File: src/rtl/nci_pkg.sv
package nci_pkg;

  typedef enum logic [3:0] {
    S_READ, S_UL1, S_UL2, S_PGM_DATA, S_PGM_BUSY,
    S_ERS_UL0, S_ERS_UL1, S_ERS_CMD, S_ERS_BUSY,
    S_SUSP, S_AUTO, S_ERR
  } state_t;

  typedef enum logic [2:0] {
    M_READ = 3'd0, M_AUTO = 3'd1, M_PGM = 3'd2,
    M_ERS  = 3'd3, M_SUSP = 3'd4, M_ERR = 3'd5
  } mode_t;

  typedef enum logic [1:0] {
    RS_ARRAY = 2'd0, RS_STATUS = 2'd1, RS_ID = 2'd2
  } rdsel_t;

  // decoded view of the current write cycle, datapath -> control
  typedef struct packed {
    logic unlockA;
    logic unlockB;
    logic cmdAddr;
    logic isReset;
    logic isAuto;
    logic isPgm;
    logic isErsSetup;
    logic isSectErs;
    logic isChipErs;
    logic isSusp;
    logic isResume;
  } decode_t;

  // strobes and mode, control -> datapath
  typedef struct packed {
    logic  latchPgm;
    logic  latchSect;
    logic  latchChip;
    mode_t mode;
  } ctrl_t;

endpackage

File: src/rtl/nci_dpath.sv
module nci_dpath
  import nci_pkg::*;
#(
  parameter int ADDR_W = 16,
  parameter int DATA_W = 8,
  parameter int SECT_W = 4
) (
  input  logic              clk,
  input  logic              rstN,
  input  logic [ADDR_W-1:0] wrAddr,
  input  logic [DATA_W-1:0] wrData,
  input  logic [SECT_W-1:0] rdSect,
  input  ctrl_t             ctl,
  output decode_t           dec,
  output logic [ADDR_W-1:0] pgmAddr,
  output logic [DATA_W-1:0] pgmData,
  output logic [SECT_W-1:0] ersSector,
  output logic              ersChip,
  output logic [1:0]        rdSel
);

  localparam int UL_W = 11;
  localparam logic [UL_W-1:0] ADDR_A = 11'h555;
  localparam logic [UL_W-1:0] ADDR_B = 11'h2AA;
  localparam logic [7:0] C_UNL_A = 8'hAA, C_UNL_B = 8'h55, C_AUTO = 8'h90;
  localparam logic [7:0] C_PGM = 8'hA0, C_ESET = 8'h80, C_SECT = 8'h30;
  localparam logic [7:0] C_CHIP = 8'h10, C_SUSP = 8'hB0, C_RST = 8'hF0;

  logic [7:0] cmdByte;
  logic       atA, atB;

  assign cmdByte = wrData[7:0];
  assign atA     = (wrAddr[UL_W-1:0] == ADDR_A);
  assign atB     = (wrAddr[UL_W-1:0] == ADDR_B);

  always_comb begin
    dec            = '0;
    dec.unlockA    = atA && (cmdByte == C_UNL_A);
    dec.unlockB    = atB && (cmdByte == C_UNL_B);
    dec.cmdAddr    = atA;
    dec.isReset    = (cmdByte == C_RST);
    dec.isAuto     = (cmdByte == C_AUTO);
    dec.isPgm      = (cmdByte == C_PGM);
    dec.isErsSetup = (cmdByte == C_ESET);
    dec.isSectErs  = (cmdByte == C_SECT);
    dec.isChipErs  = (cmdByte == C_CHIP);
    dec.isSusp     = (cmdByte == C_SUSP);
    dec.isResume   = (cmdByte == C_SECT);
  end

  always_ff @(posedge clk) begin
    if (!rstN) begin
      pgmAddr   <= '0;
      pgmData   <= '0;
      ersSector <= '0;
      ersChip   <= 1'b0;
    end else begin
      if (ctl.latchPgm) begin
        pgmAddr <= wrAddr;
        pgmData <= wrData;
      end
      if (ctl.latchSect) begin
        ersSector <= wrAddr[ADDR_W-1 -: SECT_W];
        ersChip   <= 1'b0;
      end else if (ctl.latchChip) begin
        ersChip   <= 1'b1;
      end
    end
  end

  logic inSuspSect;
  assign inSuspSect = ersChip || (rdSect == ersSector);

  always_comb begin
    unique case (ctl.mode)
      M_AUTO:             rdSel = RS_ID;
      M_PGM, M_ERS, M_ERR: rdSel = RS_STATUS;
      M_SUSP:             rdSel = inSuspSect ? RS_STATUS : RS_ARRAY;
      default:            rdSel = RS_ARRAY;
    endcase
  end

  // program target only moves when the control asks for a latch
  p_pgm_hold_r4: assert property (@(posedge clk) disable iff (!rstN)
    !ctl.latchPgm |=> $stable(pgmAddr) && $stable(pgmData));

  // the suspended sector cannot change while the erase is suspended
  p_sect_hold_r9: assert property (@(posedge clk) disable iff (!rstN)
    (ctl.mode == M_SUSP) |=> $stable(ersSector) && $stable(ersChip));

endmodule

File: src/rtl/nci_ctrl.sv
module nci_ctrl
  import nci_pkg::*;
(
  input  logic    clk,
  input  logic    rstN,
  input  logic    wrStb,
  input  decode_t dec,
  input  logic    pgmDone,
  input  logic    ersDone,
  input  logic    timeoutErr,
  output ctrl_t   ctl,
  output logic    pgmStart,
  output logic    ersStart,
  output logic    ersSuspend,
  output logic    ersResume
);

  state_t state, nxt;
  logic   susp, suspNxt;
  logic   pgmStartNxt, ersStartNxt, suspPulseNxt, resPulseNxt;
  logic   latchPgm, latchSect, latchChip;
  state_t baseState;

  assign baseState = susp ? S_SUSP : S_READ;

  always_comb begin
    nxt          = state;
    suspNxt      = susp;
    pgmStartNxt  = 1'b0;
    ersStartNxt  = 1'b0;
    suspPulseNxt = 1'b0;
    resPulseNxt  = 1'b0;
    latchPgm     = 1'b0;
    latchSect    = 1'b0;
    latchChip    = 1'b0;
    unique case (state)
      S_READ: if (wrStb && dec.unlockA) nxt = S_UL1;
      S_SUSP: begin
        if (wrStb && dec.unlockA) nxt = S_UL1;
        else if (wrStb && dec.isResume) begin
          nxt         = S_ERS_BUSY;
          resPulseNxt = 1'b1;
        end
      end
      S_UL1: if (wrStb) nxt = dec.unlockB ? S_UL2 : baseState;
      S_UL2: if (wrStb) begin
        if (dec.cmdAddr && dec.isAuto)                 nxt = S_AUTO;
        else if (dec.cmdAddr && dec.isPgm)             nxt = S_PGM_DATA;
        else if (dec.cmdAddr && dec.isErsSetup && !susp) nxt = S_ERS_UL0;
        else                                           nxt = baseState;
      end
      S_PGM_DATA: if (wrStb) begin
        if (dec.isReset) nxt = baseState;
        else begin
          nxt         = S_PGM_BUSY;
          latchPgm    = 1'b1;
          pgmStartNxt = 1'b1;
        end
      end
      S_PGM_BUSY: begin
        if (timeoutErr)   nxt = S_ERR;
        else if (pgmDone) nxt = baseState;
      end
      S_ERS_UL0: if (wrStb) nxt = dec.unlockA ? S_ERS_UL1 : baseState;
      S_ERS_UL1: if (wrStb) nxt = dec.unlockB ? S_ERS_CMD : baseState;
      S_ERS_CMD: if (wrStb) begin
        if (dec.isSectErs) begin
          nxt         = S_ERS_BUSY;
          latchSect   = 1'b1;
          ersStartNxt = 1'b1;
        end else if (dec.cmdAddr && dec.isChipErs) begin
          nxt         = S_ERS_BUSY;
          latchChip   = 1'b1;
          ersStartNxt = 1'b1;
        end else nxt = baseState;
      end
      S_ERS_BUSY: begin
        if (timeoutErr) nxt = S_ERR;
        else if (ersDone) begin
          nxt     = S_READ;
          suspNxt = 1'b0;
        end else if (wrStb && dec.isSusp) begin
          nxt          = S_SUSP;
          suspNxt      = 1'b1;
          suspPulseNxt = 1'b1;
        end
      end
      S_AUTO: if (wrStb && dec.isReset) nxt = baseState;
      S_ERR: if (wrStb && dec.isReset) begin
        nxt     = S_READ;
        suspNxt = 1'b0;
      end
      default: nxt = S_READ;
    endcase
  end

  always_ff @(posedge clk) begin
    if (!rstN) begin
      state      <= S_READ;
      susp       <= 1'b0;
      pgmStart   <= 1'b0;
      ersStart   <= 1'b0;
      ersSuspend <= 1'b0;
      ersResume  <= 1'b0;
    end else begin
      state      <= nxt;
      susp       <= suspNxt;
      pgmStart   <= pgmStartNxt;
      ersStart   <= ersStartNxt;
      ersSuspend <= suspPulseNxt;
      ersResume  <= resPulseNxt;
    end
  end

  mode_t modeNow;
  always_comb begin
    unique case (state)
      S_AUTO:     modeNow = M_AUTO;
      S_PGM_BUSY: modeNow = M_PGM;
      S_ERS_BUSY: modeNow = M_ERS;
      S_SUSP:     modeNow = M_SUSP;
      S_ERR:      modeNow = M_ERR;
      default:    modeNow = susp ? M_SUSP : M_READ;
    endcase
  end

  always_comb begin
    ctl.latchPgm  = latchPgm;
    ctl.latchSect = latchSect;
    ctl.latchChip = latchChip;
    ctl.mode      = modeNow;
  end

  p_start_excl_r4: assert property (@(posedge clk) disable iff (!rstN)
    !(pgmStart && ersStart));

  p_pgm_pulse_r4: assert property (@(posedge clk) disable iff (!rstN)
    pgmStart |-> (state == S_PGM_BUSY || state == S_ERR || state == baseState));

  p_busy_reset_ignored_r6: assert property (@(posedge clk) disable iff (!rstN)
    (state == S_PGM_BUSY && wrStb && dec.isReset && !pgmDone && !timeoutErr)
      |=> state == S_PGM_BUSY);

  p_auto_hold_r7: assert property (@(posedge clk) disable iff (!rstN)
    (state == S_AUTO && !(wrStb && dec.isReset)) |=> state == S_AUTO);

  p_err_hold_r8: assert property (@(posedge clk) disable iff (!rstN)
    (state == S_ERR && !(wrStb && dec.isReset)) |=> state == S_ERR);

  p_susp_pulse_r9: assert property (@(posedge clk) disable iff (!rstN)
    ersSuspend |-> $past(state) == S_ERS_BUSY);

  p_no_setup_in_susp_r10: assert property (@(posedge clk) disable iff (!rstN)
    susp |-> state != S_ERS_CMD);

endmodule

File: src/rtl/nor_cmd_interp.sv
module nor_cmd_interp
  import nci_pkg::*;
#(
  parameter int ADDR_W = 16,
  parameter int DATA_W = 8,
  parameter int SECT_W = 4
) (
  input  logic              clk,
  input  logic              rstN,
  input  logic              wrStb,
  input  logic [ADDR_W-1:0] wrAddr,
  input  logic [DATA_W-1:0] wrData,
  input  logic [SECT_W-1:0] rdSect,
  input  logic              pgmDone,
  input  logic              ersDone,
  input  logic              timeoutErr,
  output logic              pgmStart,
  output logic [ADDR_W-1:0] pgmAddr,
  output logic [DATA_W-1:0] pgmData,
  output logic              ersStart,
  output logic              ersChip,
  output logic [SECT_W-1:0] ersSector,
  output logic              ersSuspend,
  output logic              ersResume,
  output logic [1:0]        rdSel,
  output logic [2:0]        mode
);

  decode_t dec;
  ctrl_t   ctl;

  nci_dpath #(.ADDR_W(ADDR_W), .DATA_W(DATA_W), .SECT_W(SECT_W)) u_dpath (
    .clk(clk), .rstN(rstN), .wrAddr(wrAddr), .wrData(wrData), .rdSect(rdSect),
    .ctl(ctl), .dec(dec), .pgmAddr(pgmAddr), .pgmData(pgmData),
    .ersSector(ersSector), .ersChip(ersChip), .rdSel(rdSel)
  );

  nci_ctrl u_ctrl (
    .clk(clk), .rstN(rstN), .wrStb(wrStb), .dec(dec), .pgmDone(pgmDone),
    .ersDone(ersDone), .timeoutErr(timeoutErr), .ctl(ctl), .pgmStart(pgmStart),
    .ersStart(ersStart), .ersSuspend(ersSuspend), .ersResume(ersResume)
  );

  assign mode = ctl.mode;

endmodule

File: config.mk
export PLATFORM = sky130hd
export DESIGN_NAME = nor_cmd_interp
export DESIGN_NICKNAME = d
export VERILOG_FILES = /design/src/rtl/nci_pkg.sv /design/src/rtl/nci_dpath.sv /design/src/rtl/nci_ctrl.sv /design/src/rtl/nor_cmd_interp.sv
export SDC_FILE = /design/constraint.sdc
export NUM_CORES = 1
export LEC_CHECK = 0
export BUFFER_PORTS_ARGS = -buffer_cell sky130_fd_sc_hd__buf_4
export CAP_MARGIN = 20
export CORE_ASPECT_RATIO = 1.2
export CORE_MARGIN = 2
export CORE_UTILIZATION = 53
export CTS_BUF_LIST = sky130_fd_sc_hd__clkbuf_8
export DETAILED_ROUTE_END_ITERATION = 10
export GPL_TIMING_DRIVEN = 0
export PLACE_DENSITY = 0.86
export SYNTH_ARGS = -nofsm -noshare
export SYNTH_HDL_FRONTEND = slang
export SYNTH_SLANG_ARGS = --single-unit
export TNS_END_PERCENT = 10
File: constraint.sdc
create_clock -name clk -period 2.85 [get_ports clk]
set_clock_uncertainty 0.15 [all_clocks]
set_input_delay 0.4275 -clock clk [delete_from_list [all_inputs] [get_ports clk]]
set_output_delay 0.4275 -clock clk [all_outputs]
set_load 0.05 [all_outputs]
==> out/qor.txt <==
Sw Ratio = 0.2485
Clk Latency, worst-skew pair = 0.30 ns
Slew @ Worst Pin = 0.6215 ns
Postcts setup bufs = 0
Pwr dens = 353.9 nW/µm²
Initial antenna violation count = 0
Hpwl dp = 5251 µm
CORE AREA = 4004 µm²
WL met2 = 3471 µm
Main synth FF type = dfxtp_1
Post-synth top cells = nand2_1, dfxtp_1, a21boi_1
Synth Register Bits = 38
Worst rel slew slack = 0.5750
Starting density of the core = 0.5584
Run status = completed
Die area = 4756 µm²
Clock network power share = 0.391
Synth warnings = 0
Number of synthesized flops with an enable pin = 0
Cts hold-fix bufs = 0
CTS Root Cell = clkbuf_8
Compound-cell area share of the yosys netlist = 0.2210
Worst VDD drop = 375.3 µV
Total power = 1.032 mW
Synth area leaders = dfxtp_1, nand2_1, a21boi_1, nor2_1, clkbuf_1
Final Cell Area = 2915 µm²
Worst Setup EP = rdSel[0]
Initial DRT Pass Iterations = 4
Antenna cells = 0
Max Cap Violations = 0
WHS = 0.2244 ns
Synth Instances = 292
H-tree lvl count = 2
Biggest area consumer among synthesized cells = dfxtp_1
TritonCTS Buffers = 5
IO buf count = 68
Max clock buf depth = 2
CTS Sinks = 38
DRC Markers = 0
Setup WS pre-CTS = -0.06090 ns
Largest net degree at the start of global routing = 13
Die Height = 75.15 µm
Launching point of the worst reg2reg path = u_ctrl.state[0]
Endpoints failing hold = 0
Cell mode on critical path = clkbuf_1
Post-synthesis mux area share = 0.004477
First-pass GRT wire length = 10,810 µm
Final setup fails = 0
GPL Wtd Cong = 0.9943
WP depth = 6
Register area share after synthesis = 0.3402
Crit path largest cell delay = 0.41 ns
Area share of the largest cell type after synthesis = 0.3402
Max stage delay cell, worst path = clkbuf_1
Critical path fanouts, max = 10
Area post-placement = 2814 µm²
Drt via density = 5.915
DR top layer = met4
Synthesized net count = 326
Met3 WL = 469 µm
Mapped Area = 2236 µm²
Share of layout cells above drive strength 1 = 0.2473
Post-layout util = 0.7281
DRT iter0 DRCs = 176
Reg-to-reg slack, setup = 0.29 ns
Final nets = 401
CP Capture Type = output port
Mean routed wirelength per cell = 16.27 µm
Post-DRT Antenna Nets = 0
Layout fillers = 342
CP delay by family, top = buffers and inverters
Via count = 2,496
RSZ-0062 raised after global routing = no
Average size of a mapped cell = 7.657 µm²
Row cnt = 25
Crit path cell chain = clkbuf_1, clkbuf_1, nor2_1, a22oi_1, o21ai_0, buf_4
Pins Over Slew Limit = 0
Total gr overflow = 0
Post-synth ARST share = 0
Startpoint Class = flop
Critical path class = reg2out
# resized after CTS = 0
Synth-to-layout area growth = 30.39%
Synth Area in Simple Gates = 0.3637
CTS clk-pin slew, worst paths = 0.08 ns
Vias in the first global route = 2,346
HP Class = in2reg
Overall Global Routing Usage = 0.2924
Register-to-Register Path Depth = 7
CTS tree = built
Final period util = 0.9231
Buf/Inv on CP = 3
Critical Path RT = 2.27 ns
Comb pwr share = 0.095
Metal1 wirelength = 2681 µm
Main combinational cell family by area after synthesis = simple AND/OR/NAND/NOR gates
Cell variety after synth = 55
Fmax = 0.3801 GHz
Drt total wl = 6866 µm
Die Wd = 63.29 µm
Crit path from = u_ctrl.state[0]
Post-synthesis adder-cell area fraction = 0
Critical R2R Capture = u_ctrl.state[3]
Register share of total power = 0.514
Area share of xor/xnor cells in the synthesized design = 0.02350
Fin crit period = 2.631 ns
Cell Int Power = 0.7753 mW
WP data arrival = 2.05 ns
Switching power = 0.2564 mW
IO Pins = 72
Worst hold start = wrAddr[11]
Setup WS post-layout = 0.2192 ns
Leak = 1.162 nW
Most common cell in the netlist = nand2_1
power by group through the flow:
| stage | registers (mW) | logic [mW] | clock network, mW |
|---|---|---|---|
| 2_1_floorplan | 0.543 | 0.0410 | 0 |
| 3_3_place_gp | 0.543 | 0.0953 | 0 |
| 3_5_place_dp | 0.543 | 0.0970 | 0 |
| 4_1_cts | 0.530 | 0.0978 | 0.400 |
| 5_1_grt | 0.530 | 0.105 | 0.414 |
| 6_report | 0.530 | 0.0982 | 0.403 |
logic make-up (layout without fill, tap and decap cells):
family | count (synthesis) | count (layout)
simple gates | 155 | 155
compound gates | 68 | 68
flops | 38 | 38
buf+inv | 24 | 100
xor+xnor | 6 | 6
mux | 1 | 1
tightest hold or removal path, delay by kind of cell:
kind / cells / cell delay (ns)
AOI/OAI and AO/OA: 1 / 0.05
buffers and inverters: 1 / 0.11
and+or+nand+nor: 1 / 0.04
layout by cell type (no fill, tap or decap), types with 2 or more instances in the layout:
master / synthesis / final
dfxtp_1: 38 / 38
or4_1: 3 / 3
o31ai_1: 3 / 3
nor3b_1: 3 / 3
and4bb_2: 2 / 2
nand4_1: 5 / 5
inv_1: 5 / 5
a21oi_1: 3 / 3
clkbuf_8: 0 / 6
nor4_1: 4 / 3
and2_1: 3 / 3
and3_1: 2 / 2
nand2_1: 73 / 73
nand2b_1: 5 / 5
nor4bb_1: 3 / 3
nor2_1: 21 / 21
clkbuf_1: 14 / 14
nor3_1: 7 / 7
a21boi_1: 28 / 28
a22o_1: 4 / 4
a31oi_1: 5 / 5
buf_4: 1 / 69
nand3_1: 7 / 7
o21ai_0: 9 / 9
nand4b_1: 2 / 2
buf_2: 3 / 3
nor4b_1: 3 / 3
o21bai_1: 2 / 2
xnor2_1: 6 / 6
nand3b_1: 2 / 2
cell type report:
type / count / area [µm²] / area share
Buffer: 19 / 86.33 / 0.02961
Timing Repair Buffer: 68 / 510.5 / 0.1751
Tap cell: 54 / 67.56 / 0.02318
Clock inverter: 2 / 12.51 / 0.004292
Inverter: 5 / 18.77 / 0.006438
Clock buffer: 6 / 82.58 / 0.02833
Sequential cell: 38 / 760.7 / 0.2609
Multi-Input combinational cell: 230 / 1376 / 0.4721
routing by layer:
metal	vias up	track usage
li1	1190	-
met1	1169	0.3019
met2	113	0.5544
met3	24	0.07175
met4	0	0.1570
met5	-	0
through the flow:
step / std cells / setup TNS (ns)
after global placement: 414 / -0.6380
after floorplan: 292 / 0
after global routing: 422 / 0
final: 422 / 0
after CTS: 422 / 0
after detailed placement: 414 / -0.3333
registers in the layout, indices dropped and copies added (netlist names):
name,flops
u_dpath.ersChip,1
u_ctrl.ersResume,1
u_ctrl.ersSuspend,1
u_ctrl.state,4
u_ctrl.susp,1
u_ctrl.pgmStart,1
u_dpath.pgmData,8
u_dpath.pgmAddr,16
u_dpath.ersSector,4
u_ctrl.ersStart,1
worst min path at each step:
stage	cells past startpoint	endpoint	slack (ns)
2_1_floorplan	2	u_dpath.pgmAddr[0]	0.41
3_3_place_gp	2	u_dpath.pgmAddr[7]	0.29
3_5_place_dp	2	u_dpath.pgmAddr[12]	0.30
4_1_cts	3	u_dpath.pgmAddr[11]	0.23
5_1_grt	3	u_dpath.pgmData[5]	0.24
6_report	3	u_dpath.pgmAddr[11]	0.22
Power figures use the tool's default switching activity.
